$ cat config.mk
export PLATFORM = sky130hd
export DESIGN_NAME = gfm_top
export DESIGN_NICKNAME = d
export VERILOG_FILES = /design/src/rtl/gfm_pkg.sv /design/src/rtl/gfm_blank_timer.sv /design/src/rtl/gfm_boot_guard.sv /design/src/rtl/gfm_top.sv
export SDC_FILE = /design/constraint.sdc
export NUM_CORES = 1
export LEC_CHECK = 0
export ABC_AREA = 0
export ABC_CLOCK_PERIOD_IN_PS = 1760
export BUFFER_PORTS_ARGS = -buffer_cell sky130_fd_sc_hd__buf_2
export CAP_MARGIN = 20
export CORE_AREA = 2 2 78 43
export DETAILED_ROUTE_END_ITERATION = 8
export DIE_AREA = 0 0 80 45
export PLACE_DENSITY = 0.68
export SLEW_MARGIN = 30
export SYNTH_ARGS = -nofsm -noshare
export SYNTH_HDL_FRONTEND = slang
export SYNTH_HIERARCHICAL = 1
export SYNTH_SLANG_ARGS = --single-unit
export TNS_END_PERCENT = 20
$ cat constraint.sdc
create_clock -name clk -period 1.76 [get_ports clk]
set_input_delay 0.264 -clock clk [delete_from_list [all_inputs] [get_ports clk]]
set_output_delay 0.264 -clock clk [all_outputs]
set_load 0.01 [all_outputs]
$ cat src/rtl/gfm_pkg.sv
package gfm_pkg;

    typedef enum logic [1:0] {
        VDS_IGNORE = 2'b00,
        VDS_EXT    = 2'b01,
        VDS_INT    = 2'b10,
        VDS_INT2   = 2'b11
    } vds_mode_e;

    // Pick the comparator that the current mode listens to
    function automatic logic vds_pick(input logic [1:0] mode,
                                      input logic ext_over,
                                      input logic int_over);
        logic r;
        case (mode)
            2'b00:   r = 1'b0;
            2'b01:   r = ext_over;
            default: r = int_over;
        endcase
        return r;
    endfunction

endpackage

$ cat src/rtl/gfm_blank_timer.sv
module gfm_blank_timer #(
    parameter int BLANK_CYC = 8,
    localparam int CW = $clog2(BLANK_CYC + 1)
) (
    input  logic clk,
    input  logic rst_n,
    input  logic on_next,
    input  logic on_now,
    output logic blanking
);
    logic [CW-1:0] cnt_d, cnt_q;
    logic          start;

    always_comb begin
        start = on_next & ~on_now;
        if (start)
            cnt_d = CW'(BLANK_CYC);
        else if (cnt_q != '0)
            cnt_d = cnt_q - 1'b1;
        else
            cnt_d = cnt_q;
    end

    always_ff @(posedge clk or negedge rst_n) begin
        if (!rst_n) cnt_q <= '0;
        else        cnt_q <= cnt_d;
    end

    assign blanking = (cnt_q != '0);

    // window restarts at full length on each turn-on
    a_r11_reload: assert property (@(posedge clk) disable iff (!rst_n)
        (on_next && !on_now) |=> (cnt_q == CW'(BLANK_CYC)));
endmodule

$ cat src/rtl/gfm_boot_guard.sv
module gfm_boot_guard (
    input  logic clk,
    input  logic rst_n,
    input  logic want,
    input  logic cmd_hs,
    input  logic mon_off,
    input  logic ok_on,
    input  logic ok_hold,
    output logic hs_next,
    output logic hs_on,
    output logic latched
);
    typedef struct packed {
        logic hs;
        logic lat;
    } bg_state_t;

    bg_state_t s_d, s_q;
    logic refuse, drop;

    always_comb begin
        refuse = want & ~s_q.hs & ~ok_on;
        drop   = want &  s_q.hs & ~ok_hold;
        s_d    = s_q;
        if (!cmd_hs || mon_off)
            s_d.lat = 1'b0;
        else
            s_d.lat = s_q.lat | refuse | drop;
        s_d.hs = want & ~s_d.lat;
    end

    always_ff @(posedge clk or negedge rst_n) begin
        if (!rst_n) s_q <= '0;
        else        s_q <= s_d;
    end

    assign hs_next = s_d.hs;
    assign hs_on   = s_q.hs;
    assign latched = s_q.lat;

    // refused turn-on keeps the gate off
    a_r6_refuse: assert property (@(posedge clk) disable iff (!rst_n)
        (want && !s_q.hs && !ok_on && !mon_off) |=> !s_q.hs);
    // latched fault holds the gate off while the command stays
    a_r8_hold_off: assert property (@(posedge clk) disable iff (!rst_n)
        (s_q.lat && cmd_hs && !mon_off) |=> !s_q.hs);
    // with the pin held low the monitor never blocks
    a_r9_mon_off: assert property (@(posedge clk) disable iff (!rst_n)
        (mon_off && want) |=> s_q.hs);
endmodule

$ cat src/rtl/gfm_top.sv
module gfm_top #(
    parameter int NPH       = 2,
    parameter int BLANK_CYC = 8,
    localparam int NG = 2 * NPH
) (
    input  logic            clk,
    input  logic            rst_n,
    input  logic [NPH-1:0]  cmd_hs,
    input  logic [NPH-1:0]  cmd_ls,
    input  logic            ot_trip,
    input  logic            vreg_uv,
    input  logic [NPH-1:0]  boot_ok_on,
    input  logic [NPH-1:0]  boot_ok_hold,
    input  logic            pin_held_low,
    input  logic [1:0]      vds_mode,
    input  logic [NG-1:0]   vds_ext_over,
    input  logic [NG-1:0]   vds_int_over,
    output logic [NPH-1:0]  hs_drive,
    output logic [NPH-1:0]  ls_drive,
    output logic            fault,
    output logic            od_pull_en
);
    import gfm_pkg::*;

    typedef struct packed {
        logic [NPH-1:0] ls;
        logic           flt;
    } top_state_t;

    top_state_t st_d, st_q;

    logic [NPH-1:0] hs_want, hs_next, hs_now, boot_lat;
    logic [NG-1:0]  on_next, on_now, blank, vds_hit;

    // Per-phase bootstrap supervision
    for (genvar p = 0; p < NPH; p++) begin : g_phase
        assign hs_want[p] = cmd_hs[p] & ~cmd_ls[p] & ~vreg_uv;

        gfm_boot_guard u_boot (
            .clk     (clk),
            .rst_n   (rst_n),
            .want    (hs_want[p]),
            .cmd_hs  (cmd_hs[p]),
            .mon_off (pin_held_low),
            .ok_on   (boot_ok_on[p]),
            .ok_hold (boot_ok_hold[p]),
            .hs_next (hs_next[p]),
            .hs_on   (hs_now[p]),
            .latched (boot_lat[p])
        );

        assign on_next[2*p]   = st_d.ls[p];
        assign on_now[2*p]    = st_q.ls[p];
        assign on_next[2*p+1] = hs_next[p];
        assign on_now[2*p+1]  = hs_now[p];
    end

    // Per-gate blanking and drain-source qualification
    for (genvar g = 0; g < NG; g++) begin : g_gate
        gfm_blank_timer #(.BLANK_CYC(BLANK_CYC)) u_blank (
            .clk      (clk),
            .rst_n    (rst_n),
            .on_next  (on_next[g]),
            .on_now   (on_now[g]),
            .blanking (blank[g])
        );
        assign vds_hit[g] = on_now[g] & ~blank[g] &
                            vds_pick(vds_mode, vds_ext_over[g], vds_int_over[g]);
    end

    always_comb begin
        st_d     = st_q;
        st_d.ls  = cmd_ls & ~cmd_hs & {NPH{~vreg_uv}};
        st_d.flt = ot_trip | vreg_uv | (|vds_hit) |
                   ((|boot_lat) & ~pin_held_low);
    end

    always_ff @(posedge clk or negedge rst_n) begin
        if (!rst_n) st_q <= '0;
        else        st_q <= st_d;
    end

    assign hs_drive   = hs_now;
    assign ls_drive   = st_q.ls;
    assign fault      = st_q.flt;
    assign od_pull_en = ~st_q.flt;

    // undervoltage switches every gate off
    a_r5_uv_off: assert property (@(posedge clk) disable iff (!rst_n)
        vreg_uv |=> (hs_drive == '0 && ls_drive == '0));
    // over-temperature always reaches the flag
    a_r4_ot_flag: assert property (@(posedge clk) disable iff (!rst_n)
        ot_trip |=> fault);
    // both commands in a phase give no drive at all
    for (genvar p = 0; p < NPH; p++) begin : g_chk
        a_r3_lockout: assert property (@(posedge clk) disable iff (!rst_n)
            (cmd_hs[p] && cmd_ls[p]) |=> (!hs_drive[p] && !ls_drive[p]));
    end
    // pull-down is off exactly when a fault is shown
    a_r13_od: assert property (@(posedge clk) disable iff (!rst_n)
        od_pull_en != fault);
endmodule

# Word-level counts from Yosys, hierarchy flattened
# Index checks and enable logic that the tools add are counted.
[classes]
mux = 14
n_reduce_logical = 15
eq_ne = 1
n_bitwise = 56
add_sub_neg = 4
[op_table]
columns = ["op", "n"]
rows = [
  ["4-bit 2-to-1 mux", 8],
  ["1-bit AND", 27],
  ["1-bit inverter", 19],
  ["4-bit nonzero test", 4],
  ["4-bit by 1-bit subtractor with 4-bit output, second input constant", 4],
  ["1-bit one-hot mux with 2 select lines", 4],
  ["2-bit nonzero test", 4],
  ["1-bit bitwise OR", 7],
  ["2-bit AND", 2],
  ["4-bit OR reduction", 1],
  ["2-bit by 1-bit equality test with 1-bit output, second input constant", 1],
  ["1-bit logical NOT", 2],
  ["2-bit logical NOT", 1],
  ["1-bit logical OR", 2],
  ["1-bit 2-to-1 mux", 2],
  ["2-bit inverter", 1],
  ["2-bit OR reduction", 1],
]
[totals]
input_bits = 23
regBits = 23
elab_cells = 100

# Longest topological paths before layout
[depth]
depth_word = 12
mapped_depth = 7
mapped_depth_nobuf = 6

# By module
# Netlist, hierarchy kept.
[by_module_without_submodules]
columns = ["module", "n_inst", "seq_area_each_um2", "cells_each", "area_per_inst_um2"]
rows = [
  ["gfm_blank_timer", 4, 100.1, 21, 219.0],
  ["gfm_boot_guard", 2, 50.0, 9, 105.1],
  ["gfm_top", 1, 75.1, 22, 201.4],
]

# Worst setup path before layout
# Ideal clock, no wire load.
[synth_path]
path_kind = "register -> register"
from = "register g_gate[2].u_blank.cnt_q[0]"
to = "register st_q, in the netlist fault"
path_stages_with_launch = 7
n_path_buf = 1
setup_slack_ps = 185
t_arrival_ps = 1436
path_cell_list = "dfrtp_1 inv_1 ha_1 or3b_1 clkbuf_2 nor3b_1 or4_1"
[synth_lines]
columns = ["item", "line_no", "text"]
rows = [
  ["start, declared", "gfm_blank_timer.sv:11", "logic [CW-1:0] cnt_d, cnt_q;"],
  ["start signal, assigned", "gfm_blank_timer.sv:26", "else cnt_q <= cnt_d;"],
  ["end signal, assigned", "gfm_top.sv:80", "else st_q <= st_d;"],
  ["end, declared", "gfm_top.sv:30", "top_state_t st_d, st_q;"],
]

==> flow_summary_export.csv <==
group,metric,value,unit
outcome,status,"finished clean",
synth,synthTopCellsByCount,"23 x dfrtp_1, 14 x nor2_1, 12 x inv_1",
power_and_ir_drop,seq_power_share,41.6,%
setup_path,end_kind,"flip-flop",
clock_network,tritoncts,"done",
hold_path,hold_end,"ls_drive[0]$_DFF_PN0_",
clock_network,insertion_delay,260,ps
power_and_ir_drop,p_switching,773,uW
clock_network,cts.clk_slew.worst_paths,80,ps
route,wl_per_cell,12.5,um
place,port-buffer-count,28,
synth,synth.avg_cell_area,10.4,um2
floorplanning,core,0.00287,mm2
setup_path,worstPathArrival,1750,ps
setup_path,r2r_end,"fault$_DFF_PN0_",
grt,antenna_found_initial,0,
setup_path,r2r-start,"g_gate[3].u_blank/cnt_q[0]$_DFFE_PN0P_",
power_and_ir_drop,power.leakage,0.000754,uW
clock_network,root_buffer,"clkbuf_8",
layout,postLayoutCellArea,0.00154,mm2
hold_path,hp-class,"in2reg",
route,drt_wl_total,2.46,mm
grt,grt_pass1_wl,4.08,mm
sta,setup_viol,0,
layout,drive_gt1_share,28.8,%
floorplanning,die-area,0.00360,mm2
synth,yosysMostFrequentCell,"dfrtp_1",
route,drc,0,
floorplanning,die_x,80,um
layout,fin_util,53.4,%
synth,synth-edff-count,0,
route,vias_per_cell,4.94,
synth,netlist_top_cells_area,"dfrtp_1 45%, ha_1 7.8%, nor2_1 4.1%",
synth,synth_top_area_share,44.7,%
grt,grt_overflow,0,
power_and_ir_drop,comb_power_share,43.3,%
synth,syn-num-nets,155,
sta,rsz0062_at_grt,"no",
setup_path,critPathMaxStageDelay,400,ps
synth,synthesis.area,0.00129,mm2
synth,synth_seq_cells,23,
sta,fmax,622,MHz
sta,slew_viol_final,0,
power_and_ir_drop,swShare,35.8,%
synth,yosysUniqueCellTypes,26,
job,cap_violations,0,
layout,n_antenna_cell,0,
setup_path,slowest_stage,"dfrtp_1",
place,placed_area,0.00148,mm2
hold_path,min_path_cells,2,
route,ant_nets,0,
power_and_ir_drop,vdd_drop_max,0.568,mV
clock_network,numClockSinks,23,
floorplanning,initial_core_util,44.8,%
sta,finalCritPeriodShare,91.3,%
setup_path,path_class,"reg2reg",
clock_network,cts_inserted_buffers,3,
grt,grt_max_degree,24,
layout,nets,188,
route,drt_pass1_iterations,4,
sta,finClkSkew,3.33,ps
grt,track_usage,15.4,%
route,num_vias,968,
sta,tns,0,ps
power_and_ir_drop,p_clk_share,15.1,%
setup_path,crit_required,1900,ps
hold_path,worstHoldStart,"cmd_hs[0]",
sta,timing_hold_violations_final,0,
setup_path,r2r_cells,6,
power_and_ir_drop,p_int,1380,uW
synth,ys.flop_type,"dfrtp_1",
clock_network,ctsHtreeMaxLevel,1,
place,post-dp-hpwl,2.03,mm
synth,ys_warn_count,6,
synth,yosysSeqAreaShare,44.7,%
setup_path,crit_chain,"inv_1, ha_1, or3b_1, nand2b_1, o32ai_1, or4_1",
floorplanning,num_rows,14,
grt,grt_pass1_vias,899,
sta,min_period,1610,ps
floorplanning,io_pins,29,
synth,syn-instance-count,124,
route,dr.first_iter.drc_count,86,
power_and_ir_drop,power.density,1400,mW/mm2
clock_network,clock_path_buffers,2,
layout,area_delta_synth_final,19.2,%
floorplanning,die_h,45,um
synth,synth-async-reset-ratio,100,%
sta,worst_slew_pin_slew,504,ps
setup_path,setup.worst_path.start_class,"flip-flop",
place,place.gp.congestion,0.712,
setup_path,reg2reg_slack,150,ps
synth,synth_area_leader_cell,"dfrtp_1",
setup_path,cp_max_fo,3,
sta,slew_headroom,66.4,%
[placed cells by master (no fill, tap or decap), drive strengths merged]
cell type    count
buf             31
dfrtp           23
nor2            14
inv             12
ha               8
nor2b            7
nor3b            6
a22oi            4
or3b             4
or3              4
nor3             4
a211o            4
xor2             4
nand2            4
a211oi           4
xnor2            4
clkbuf           4
or2b             2
mux2             2
nand3b           2
o22ai            2
a22o             2
o21ai            1
nand2b           1
o32ai            1
or4              1
dlygate4sd3      1
[state kept, by name, summed over array words and instances (netlist names)]
signal,flops
g_phase.u_boot/latched,2
g_phase.u_boot/hs_on,2
g_gate.u_blank/cnt_q,16
ls_drive,2
fault,1
[critical path: cells and delay by family (launching register included)]
family                   cells  cell delay [ps]
AND/OR/NAND/NOR              3              720
flip-flops                   1              400
adder cells (fa/ha/maj)      1              210
buffers and inverters        1               90
AO/OA/AOI/OAI                1               70
[cells by family after synthesis]
logic type,after synthesis,synth area share [%]
muxes,2,2.33
xor gates and xnor gates,8,5.44
and+or+nand+nor,49,22.0
AOI/OAI and AO/OA,18,12.7
buffers and inverters,16,5.05
adders and majority gates,8,7.77
DFF,23,44.7
[worst max-delay path by stage]
stage	from	endpoint	slack, ps	depth (start not counted)
floorplan	g_gate[2].u_blank/cnt_q[0]$_DFFE_PN0P_	fault$_DFF_PN0_	190	6
global placement	g_gate[2].u_blank/cnt_q[0]$_DFFE_PN0P_	fault$_DFF_PN0_	220	5
detailed placement	g_gate[3].u_blank/cnt_q[0]$_DFFE_PN0P_	fault$_DFF_PN0_	130	6
CTS	g_gate[3].u_blank/cnt_q[0]$_DFFE_PN0P_	fault$_DFF_PN0_	130	6
global route	g_gate[3].u_blank/cnt_q[0]$_DFFE_PN0P_	fault$_DFF_PN0_	70	6
finish	g_gate[3].u_blank/cnt_q[0]$_DFFE_PN0P_	fault$_DFF_PN0_	150	6
[per-stage QoR]
step	hold WS, ps	std cells	worst slack (ps)	total power [uW]
finish	215	196	153	2160
global route	198	196	65.8	2350
CTS	211	196	126	2170
detailed placement	267	191	134	1840
global placement	265	191	223	1770
floorplan	-31.6	124	185	1610
[routing by layer]
| metal | global-route usage [%] | vias up | wire length, um |
|---|---|---|---|
| met1 | 21.1 | 455 | 1180 |
| met4 | 3.73 | 0 | 17 |
| met3 | 4.20 | 2 | 108 |
| li1 | - | 486 | - |
| met2 | 25.0 | 25 | 1150 |
| met5 | 0 | - | 0 |
[power groups by stage]
stage / logic, uW / clock network, uW / registers, uW
floorplan: 744 / 0 / 862
global placement: 877 / 0 / 891
detailed placement: 934 / 0 / 908
CTS: 938 / 332 / 898
global route: 1060 / 361 / 929
finish: 933 / 326 / 897
[timing repair]
| action | in CTS | in global routing |
|---|---|---|
| hold endpoints to repair | 23 | 0 |
| hold buffers | 1 | 0 |
| resized for setup | 0 | 0 |
| buffers inserted | 0 | 0 |
[cell type report]
cell class / instances / area, um2
clock buffers: 4 / 45.0
fillers: 268 / 1340
inverters: 12 / 45.0
multi-input cells: 85 / 647
flip-flops and latches: 23 / 576
well taps: 40 / 50.0
repair buffers: 32 / 173
No activity file was read; power rests on OpenSTA's default activity.
